`config.mk`:
```
export PLATFORM = sky130hd
export DESIGN_NAME = bittest_unit
export DESIGN_NICKNAME = d
export VERILOG_FILES = /design/src/rtl/bitop_pkg.sv /design/src/rtl/bitop_mask.sv /design/src/rtl/bitop_alu.sv /design/src/rtl/bitop_cost.sv /design/src/rtl/bittest_unit.sv
export SDC_FILE = /design/constraint.sdc
export NUM_CORES = 1
export LEC_CHECK = 0
export BUFFER_PORTS_ARGS = -buffer_cell sky130_fd_sc_hd__buf_4
export CORE_ASPECT_RATIO = 2
export CORE_MARGIN = 5
export CORE_UTILIZATION = 45
export DETAILED_ROUTE_END_ITERATION = 16
export PLACE_DENSITY = 0.71
export SETUP_SLACK_MARGIN = 0.2
export SYNTH_ARGS = -nofsm -noshare
export SYNTH_HDL_FRONTEND = slang
export SYNTH_HIERARCHICAL = 1
export SYNTH_SLANG_ARGS = --single-unit
```
`constraint.sdc`:
```
create_clock -name clk -period 0.8 [get_ports clk]
set_clock_uncertainty 0.1 [all_clocks]
set_input_delay 0.04 -clock clk [delete_from_list [all_inputs] [get_ports clk]]
set_output_delay 0.04 -clock clk [all_outputs]
set_load 0.03 [all_outputs]
```
`src/rtl/bitop_pkg.sv`:
```
package bitop_pkg;
   typedef enum logic [1:0] {
      BK_TEST = 2'b00,
      BK_FLIP = 2'b01,
      BK_CLR  = 2'b10,
      BK_SET  = 2'b11
   } bit_kind_e;

   localparam logic [2:0] MODE_DREG = 3'b000;
   localparam logic [2:0] MODE_BAD  = 3'b001;
endpackage

```
`src/rtl/bitop_mask.sv`:
```
module bitop_mask #(
   parameter int W     = 32,
   parameter int IDX_W = 5,
   parameter int STYLE = 0
) (
   input  logic [IDX_W-1:0] idx,
   output logic [W-1:0]     mask
);
   generate
      if (W != (1 << IDX_W)) begin : g_bad_w
         $error("bitop_mask: W must equal 2**IDX_W");
      end
      if (STYLE == 0) begin : g_shift
         // barrel-shift a single one into place
         assign mask = {{(W-1){1'b0}}, 1'b1} << idx;
      end else begin : g_decode
         // flat decoder: one comparator per bit
         for (genvar i = 0; i < W; i++) begin : g_bit
            assign mask[i] = (idx == IDX_W'(i));
         end
      end
   endgenerate
endmodule

```
`src/rtl/bitop_alu.sv`:
```
module bitop_alu
   import bitop_pkg::*;
#(
   parameter int DATA_W = 32,
   parameter int BYTE_W = 8
) (
   input  logic [DATA_W-1:0] opnd,
   input  logic [DATA_W-1:0] mask,
   input  bit_kind_e         kind,
   input  logic              to_reg,
   output logic [DATA_W-1:0] res,
   output logic              bit_zero
);
   logic [DATA_W-1:0] tgt;

   always_comb begin
      // a byte target only sees the low lane
      if (to_reg) tgt = opnd;
      else        tgt = {{(DATA_W-BYTE_W){1'b0}}, opnd[BYTE_W-1:0]};

      bit_zero = ((tgt & mask) == '0);

      unique case (kind)
         BK_FLIP: res = tgt ^ mask;
         BK_CLR:  res = tgt & ~mask;
         BK_SET:  res = tgt | mask;
         default: res = tgt;
      endcase
   end
endmodule

```
`src/rtl/bitop_cost.sv`:
```
module bitop_cost
   import bitop_pkg::*;
#(
   parameter int BASE_CYC = 4,
   parameter int REG_CYC  = 2,
   parameter int MOD_CYC  = 4,
   parameter int CYC_W    = 4
) (
   input  bit_kind_e         kind,
   input  logic              to_reg,
   input  logic              imm_form,
   input  logic              bad,
   output logic [CYC_W-1:0]  cyc
);
   logic modifies;
   logic reg_extra;

   always_comb begin
      modifies  = (kind != BK_TEST);
      // immediate-form set on a register skips the register surcharge
      reg_extra = to_reg && !(imm_form && kind == BK_SET);
      if (bad) begin
         cyc = '0;
      end else begin
         cyc = CYC_W'(BASE_CYC);
         if (modifies)  cyc = cyc + CYC_W'(MOD_CYC);
         if (reg_extra) cyc = cyc + CYC_W'(REG_CYC);
      end
   end
endmodule

```
`src/rtl/bittest_unit.sv`:
```
module bittest_unit
   import bitop_pkg::*;
#(
   parameter int DATA_W     = 32,
   parameter int BYTE_W     = 8,
   parameter int BITNUM_W   = 6,
   parameter int MASK_STYLE = 0,
   parameter int BASE_CYC   = 4,
   parameter int REG_CYC    = 2,
   parameter int MOD_CYC    = 4,
   parameter int CYC_W      = $clog2(BASE_CYC + REG_CYC + MOD_CYC + 1)
) (
   input  logic                clk,
   input  logic                rst_n,
   input  logic                in_valid,
   input  logic [DATA_W-1:0]   in_operand,
   input  logic [BITNUM_W-1:0] in_bitnum,
   input  logic [1:0]          in_kind,
   input  logic [2:0]          in_mode,
   input  logic                in_imm,
   output logic                out_valid,
   output logic [DATA_W-1:0]   result,
   output logic                wr_en,
   output logic                z_flag,
   output logic                z_we,
   output logic                illegal,
   output logic [CYC_W-1:0]    cycles
);
   localparam int REG_IDX_W  = $clog2(DATA_W);
   localparam int BYTE_IDX_W = $clog2(BYTE_W);
   localparam int PAD_W      = REG_IDX_W - BYTE_IDX_W;

   generate
      if (DATA_W != (1 << REG_IDX_W)) begin : g_chk_dw
         $error("bittest_unit: DATA_W must be a power of two");
      end
      if (BYTE_W != (1 << BYTE_IDX_W) || BYTE_W >= DATA_W) begin : g_chk_bw
         $error("bittest_unit: BYTE_W must be a power of two below DATA_W");
      end
      if (BITNUM_W < REG_IDX_W) begin : g_chk_bn
         $error("bittest_unit: BITNUM_W too narrow");
      end
      if ((1 << CYC_W) <= BASE_CYC + REG_CYC + MOD_CYC) begin : g_chk_cy
         $error("bittest_unit: CYC_W too narrow for cost");
      end
   endgenerate

   bit_kind_e             kind;
   logic                  to_reg;
   logic                  bad;
   logic [REG_IDX_W-1:0]  idx;
   logic [DATA_W-1:0]     mask;
   logic [DATA_W-1:0]     alu_res;
   logic                  bit_zero;
   logic [CYC_W-1:0]      cyc_nx;

   always_comb begin
      kind   = bit_kind_e'(in_kind);
      bad    = (in_mode == MODE_BAD);
      to_reg = (in_mode == MODE_DREG);
      // modulo: register uses full index, byte keeps only its low bits
      if (to_reg) idx = in_bitnum[REG_IDX_W-1:0];
      else        idx = {{PAD_W{1'b0}}, in_bitnum[BYTE_IDX_W-1:0]};
   end

   bitop_mask #(
      .W     (DATA_W),
      .IDX_W (REG_IDX_W),
      .STYLE (MASK_STYLE)
   ) u_mask (
      .idx  (idx),
      .mask (mask)
   );

   bitop_alu #(
      .DATA_W (DATA_W),
      .BYTE_W (BYTE_W)
   ) u_alu (
      .opnd     (in_operand),
      .mask     (mask),
      .kind     (kind),
      .to_reg   (to_reg),
      .res      (alu_res),
      .bit_zero (bit_zero)
   );

   bitop_cost #(
      .BASE_CYC (BASE_CYC),
      .REG_CYC  (REG_CYC),
      .MOD_CYC  (MOD_CYC),
      .CYC_W    (CYC_W)
   ) u_cost (
      .kind     (kind),
      .to_reg   (to_reg),
      .imm_form (in_imm),
      .bad      (bad),
      .cyc      (cyc_nx)
   );

   always_ff @(posedge clk or negedge rst_n) begin
      if (!rst_n) begin
         out_valid <= 1'b0;
         result    <= '0;
         wr_en     <= 1'b0;
         z_flag    <= 1'b0;
         z_we      <= 1'b0;
         illegal   <= 1'b0;
         cycles    <= '0;
      end else begin
         out_valid <= in_valid;
         illegal   <= in_valid && bad;
         cycles    <= cyc_nx;
         if (bad) begin
            result <= in_operand;
            wr_en  <= 1'b0;
            z_flag <= 1'b0;
            z_we   <= 1'b0;
         end else begin
            result <= alu_res;
            wr_en  <= in_valid && (kind != BK_TEST);
            z_flag <= bit_zero;
            z_we   <= in_valid;
         end
      end
   end

   // Z reflects the old register bit
   a_r2_z_old_bit: assert property (@(posedge clk) disable iff (!rst_n)
      out_valid && $past(in_mode) == MODE_DREG
      |-> z_flag == ~$past(in_operand[in_bitnum[REG_IDX_W-1:0]]));

   // byte targets return a zero upper part
   a_r3_byte_upper_zero: assert property (@(posedge clk) disable iff (!rst_n)
      out_valid && $past(in_mode) != MODE_DREG && !illegal
      |-> result[DATA_W-1:BYTE_W] == '0);

   // test-only never writes
   a_r5_test_no_write: assert property (@(posedge clk) disable iff (!rst_n)
      out_valid && $past(in_kind) == 2'b00 |-> !wr_en);

   // legal costs never fall under the base
   a_r6_cost_floor: assert property (@(posedge clk) disable iff (!rst_n)
      out_valid && !illegal |-> cycles >= CYC_W'(BASE_CYC));

   // illegal mode suppresses every update
   a_r8_illegal_quiet: assert property (@(posedge clk) disable iff (!rst_n)
      out_valid && $past(in_mode) == MODE_BAD |-> illegal && !wr_en && !z_we);

   // no write or flag update without a valid result
   a_r9_idle_quiet: assert property (@(posedge clk) disable iff (!rst_n)
      !out_valid |-> !wr_en && !z_we && !illegal);
endmodule

```
==> impl_results.md <==
- Status: complete, but fails checks
- Violated checks: hold timing, setup timing
- Netlist cell types: 45
- Commonest cells after routing, fill and taps aside: 124 x buf_4, 64 x buf_6, 39 x dfrtp_2
- Area growth, synth to finish: 67.41%
- Final WL: 13.58 mm
- Htree depth: 2
- Post-DP HPWL: 8.694 mm
- TNS Setup: -42190 ps
- Hold WC Path Type: in -> async
- Crit end category: flip-flop
- Routability Congestion: 0.8440
- I/O Buffers: 86
- DRC: 0
- DRT antenna net count: 0
- Cell Rows: 48
- Yosys reg bits: 41
- Ys Warns: 6
- Clock transition at the registers of the reported paths: 60 ps
- Vias per cell: 5.604
- Synth Instances: 399
- Total gr overflow: 0
- TritonCTS buffer count: 5
- Die area: 11040 µm²
- Min cycle time layout: 1951 ps
- # IOs: 88
- Fillcell total: 483
- Initial antenna violation count: 0
- Core ar.: 8708 µm²
- Netlist Area Pre-Place: 4020 µm²
- Fraction of final layout cells sized beyond drive strength 1: 75.34%
- Net Sw Frac: 31.57%
- CP Class: in -> reg
- CTS tree: yes
- N_diodes: 0
- Reg power frac: 31.6%
- Final hold viol count: 69
- Period utilization: 243.9%
- Vias in the first global route: 4044
- GRT Resource Usage Total: 22.64%
- Leakage: 3.020 nW
- WHS: -501.5 ps
- Syn Nets: 494
- First-pass GRT wire length: 19.96 mm
- Clk sinks: 41
- Area share of xor/xnor cells in the synthesized design: 0%
- Synth Area in Adders: 14.94%
- Clock Power Share: 32.3%
- Post-layout util: 77.28%
- Seq/Total Area, Yosys: 25.52%
- CTS Root Cell: clkbuf_16
- Commonest non-fill, non-tap cell in the layout: buf_4
- Place WS: -1625 ps
- Total power: 7.427 mW
- Initial Util: 46.16%
- Maximum clock frequency: 512.4 MHz
- Max-cap viol count: 0
- Unrepaired setup endpoints after global routing: yes
- Setup violators final: 80
- Die height: 143.7 µm
- Pin count of the biggest net entering global routing: 50
- Critical path required time: 870 ps
- Compound-cell area share of the yosys netlist: 15.53%
- VDD IR max: 0.7927 mV
- First-pass iteration count of the detailed router: 4
- Crit Path Max Fanout: 7
- Startpoint Class: input pin
- Vias: 3833
- Post-Synth Simple-Gate Area: 13.85%
- Largest family of logic cells by synthesized area: multiplexers
- Clk buf depth: 2
- Routed len/inst: 19.86 µm
- Combinational power share: 36.0%
- Starting DRT DRC Count: 220
- Cell area power density: 1104 nW/µm²
- Chip width: 76.84 µm
- Internal: 5.082 mW
- Nets: 678
- Syn avg cell area: 10.08 µm²
- PnR worst setup slack: -1151 ps
- Sw Pwr: 2.345 mW
- Post-synthesis mux area share: 18.36%
- Critical path arrival: 2020 ps
- Pins Over Slew Limit: 0
[power groups by stage]
stage                     registers [mW]  logic [mW]  clock network (mW)
after detailed placement            2.35        2.22                   0
final                               2.35        2.68                2.40
after global routing                2.37        2.83                2.53
after CTS                           2.35        2.53                2.44
after floorplan                     2.70       0.973                   0
after global placement              2.35        2.15                   0
[cells in the mapped netlist, drive strengths merged]
| cell type | number | area share (%) |
|---|---|---|
| nor3 | 2 | 0.25 |
| or3b | 3 | 0.65 |
| or3 | 1 | 0.16 |
| nand4b | 1 | 0.22 |
| nand2 | 54 | 6.3 |
| a21o | 10 | 1.9 |
| or2 | 1 | 0.16 |
| o22ai | 1 | 0.31 |
| ha | 48 | 15 |
| a22o | 5 | 1.1 |
| nor3b | 2 | 0.50 |
| nand2b | 2 | 0.31 |
| inv | 59 | 5.5 |
| a211oi | 10 | 2.5 |
| buf | 22 | 5.9 |
| a22oi | 2 | 0.37 |
| nor2 | 35 | 3.3 |
| a211o | 14 | 3.1 |
| nand4 | 1 | 0.16 |
| nand3 | 1 | 0.12 |
| nor2b | 2 | 0.31 |
| nor4b | 1 | 0.22 |
| a221oi | 5 | 1.9 |
| nand3b | 3 | 0.56 |
| clkbuf | 3 | 0.28 |
| o211ai | 14 | 4.1 |
| a311oi | 1 | 0.37 |
| mux2i | 10 | 2.5 |
| nor4 | 2 | 0.31 |
| and2 | 2 | 0.31 |
| conb | 1 | 0.093 |
| mux4 | 8 | 4.6 |
| dfrtp | 41 | 26 |
| mux2 | 32 | 11 |
[worst max-delay path by stage]
| stage | from | end | cells after the start |
|---|---|---|---|
| after floorplan | in_mode[0] | result[16] | 10 |
| after global placement | in_mode[2] | z_flag | 11 |
| after detailed placement | in_mode[2] | z_flag | 11 |
| after CTS | in_mode[0] | result[16] | 11 |
| after global routing | in_mode[2] | result[30] | 11 |
| final | in_mode[2] | result[20] | 11 |
[layout make-up]
type	instances	area (µm²)	share of cell area, %
Multi-Input combinational cell	274	3246	48.22
Timing Repair Buffer	202	1892	28.11
Clock inverter	3	46.29	0.6879
Sequential cell	41	1075	15.97
Tap cell	100	125.1	1.859
Inverter	59	221.5	3.291
Clock buffer	5	125.1	1.859
[state kept, by name (all words and copies together), names as in the netlist]
signal and flops:
cycles 4, illegal 1, out_valid 1, result 32, wr_en 1, z_flag 1
z_we 1
[worst max-delay path, stage by stage]
cell      delay, ps
buf_8           110
nor3_4          190
and2_4          220
or3b_4          450
buf_6           140
nor2_4           90
inv_2            60
ha_4            210
o211ai_2        150
nand2_1          90
mux2_4          270
[per-stage QoR]
step | cell area (µm²) | hold WS [ps] | cells
6_report | 6730 | -501.5 | 684
5_1_grt | 6730 | -488.9 | 684
4_1_cts | 6424 | -498.5 | 668
3_5_place_dp | 5493 | -191.5 | 642
3_3_place_gp | 5493 | -192.4 | 642
2_1_floorplan | 4334 | -355.6 | 399
[layer usage]
layer  track usage, %  vias up  wire (µm)  share of wire, %
li1                 -     1739          -                 -
met1            22.60     1872       4541                33
met2            43.48      165       7593                56
met3            3.011       57        646               4.8
met4            13.27        0        801               5.9
met5                0        -          0                 0
[repair_timing]
item,4_1_cts,5_1_grt
endpoints found under the setup margin,80,80
gates cloned,1,0
setup buffers,17,16
pin swaps,38,43
endpoints found under the hold margin,70,66
resized for setup,141,35
[logic make-up (layout without fill, tap and decap cells)]
kind of cell	Yosys count	in the layout
AO/OA/AOI/OAI	62	62
multiplexers	50	50
adder cells (fa/ha/maj)	48	48
AND/OR/NAND/NOR	113	113
other	1	1
buffers and inverters	84	269
flip-flops	41	41
(Power assumes the default switching activity.)
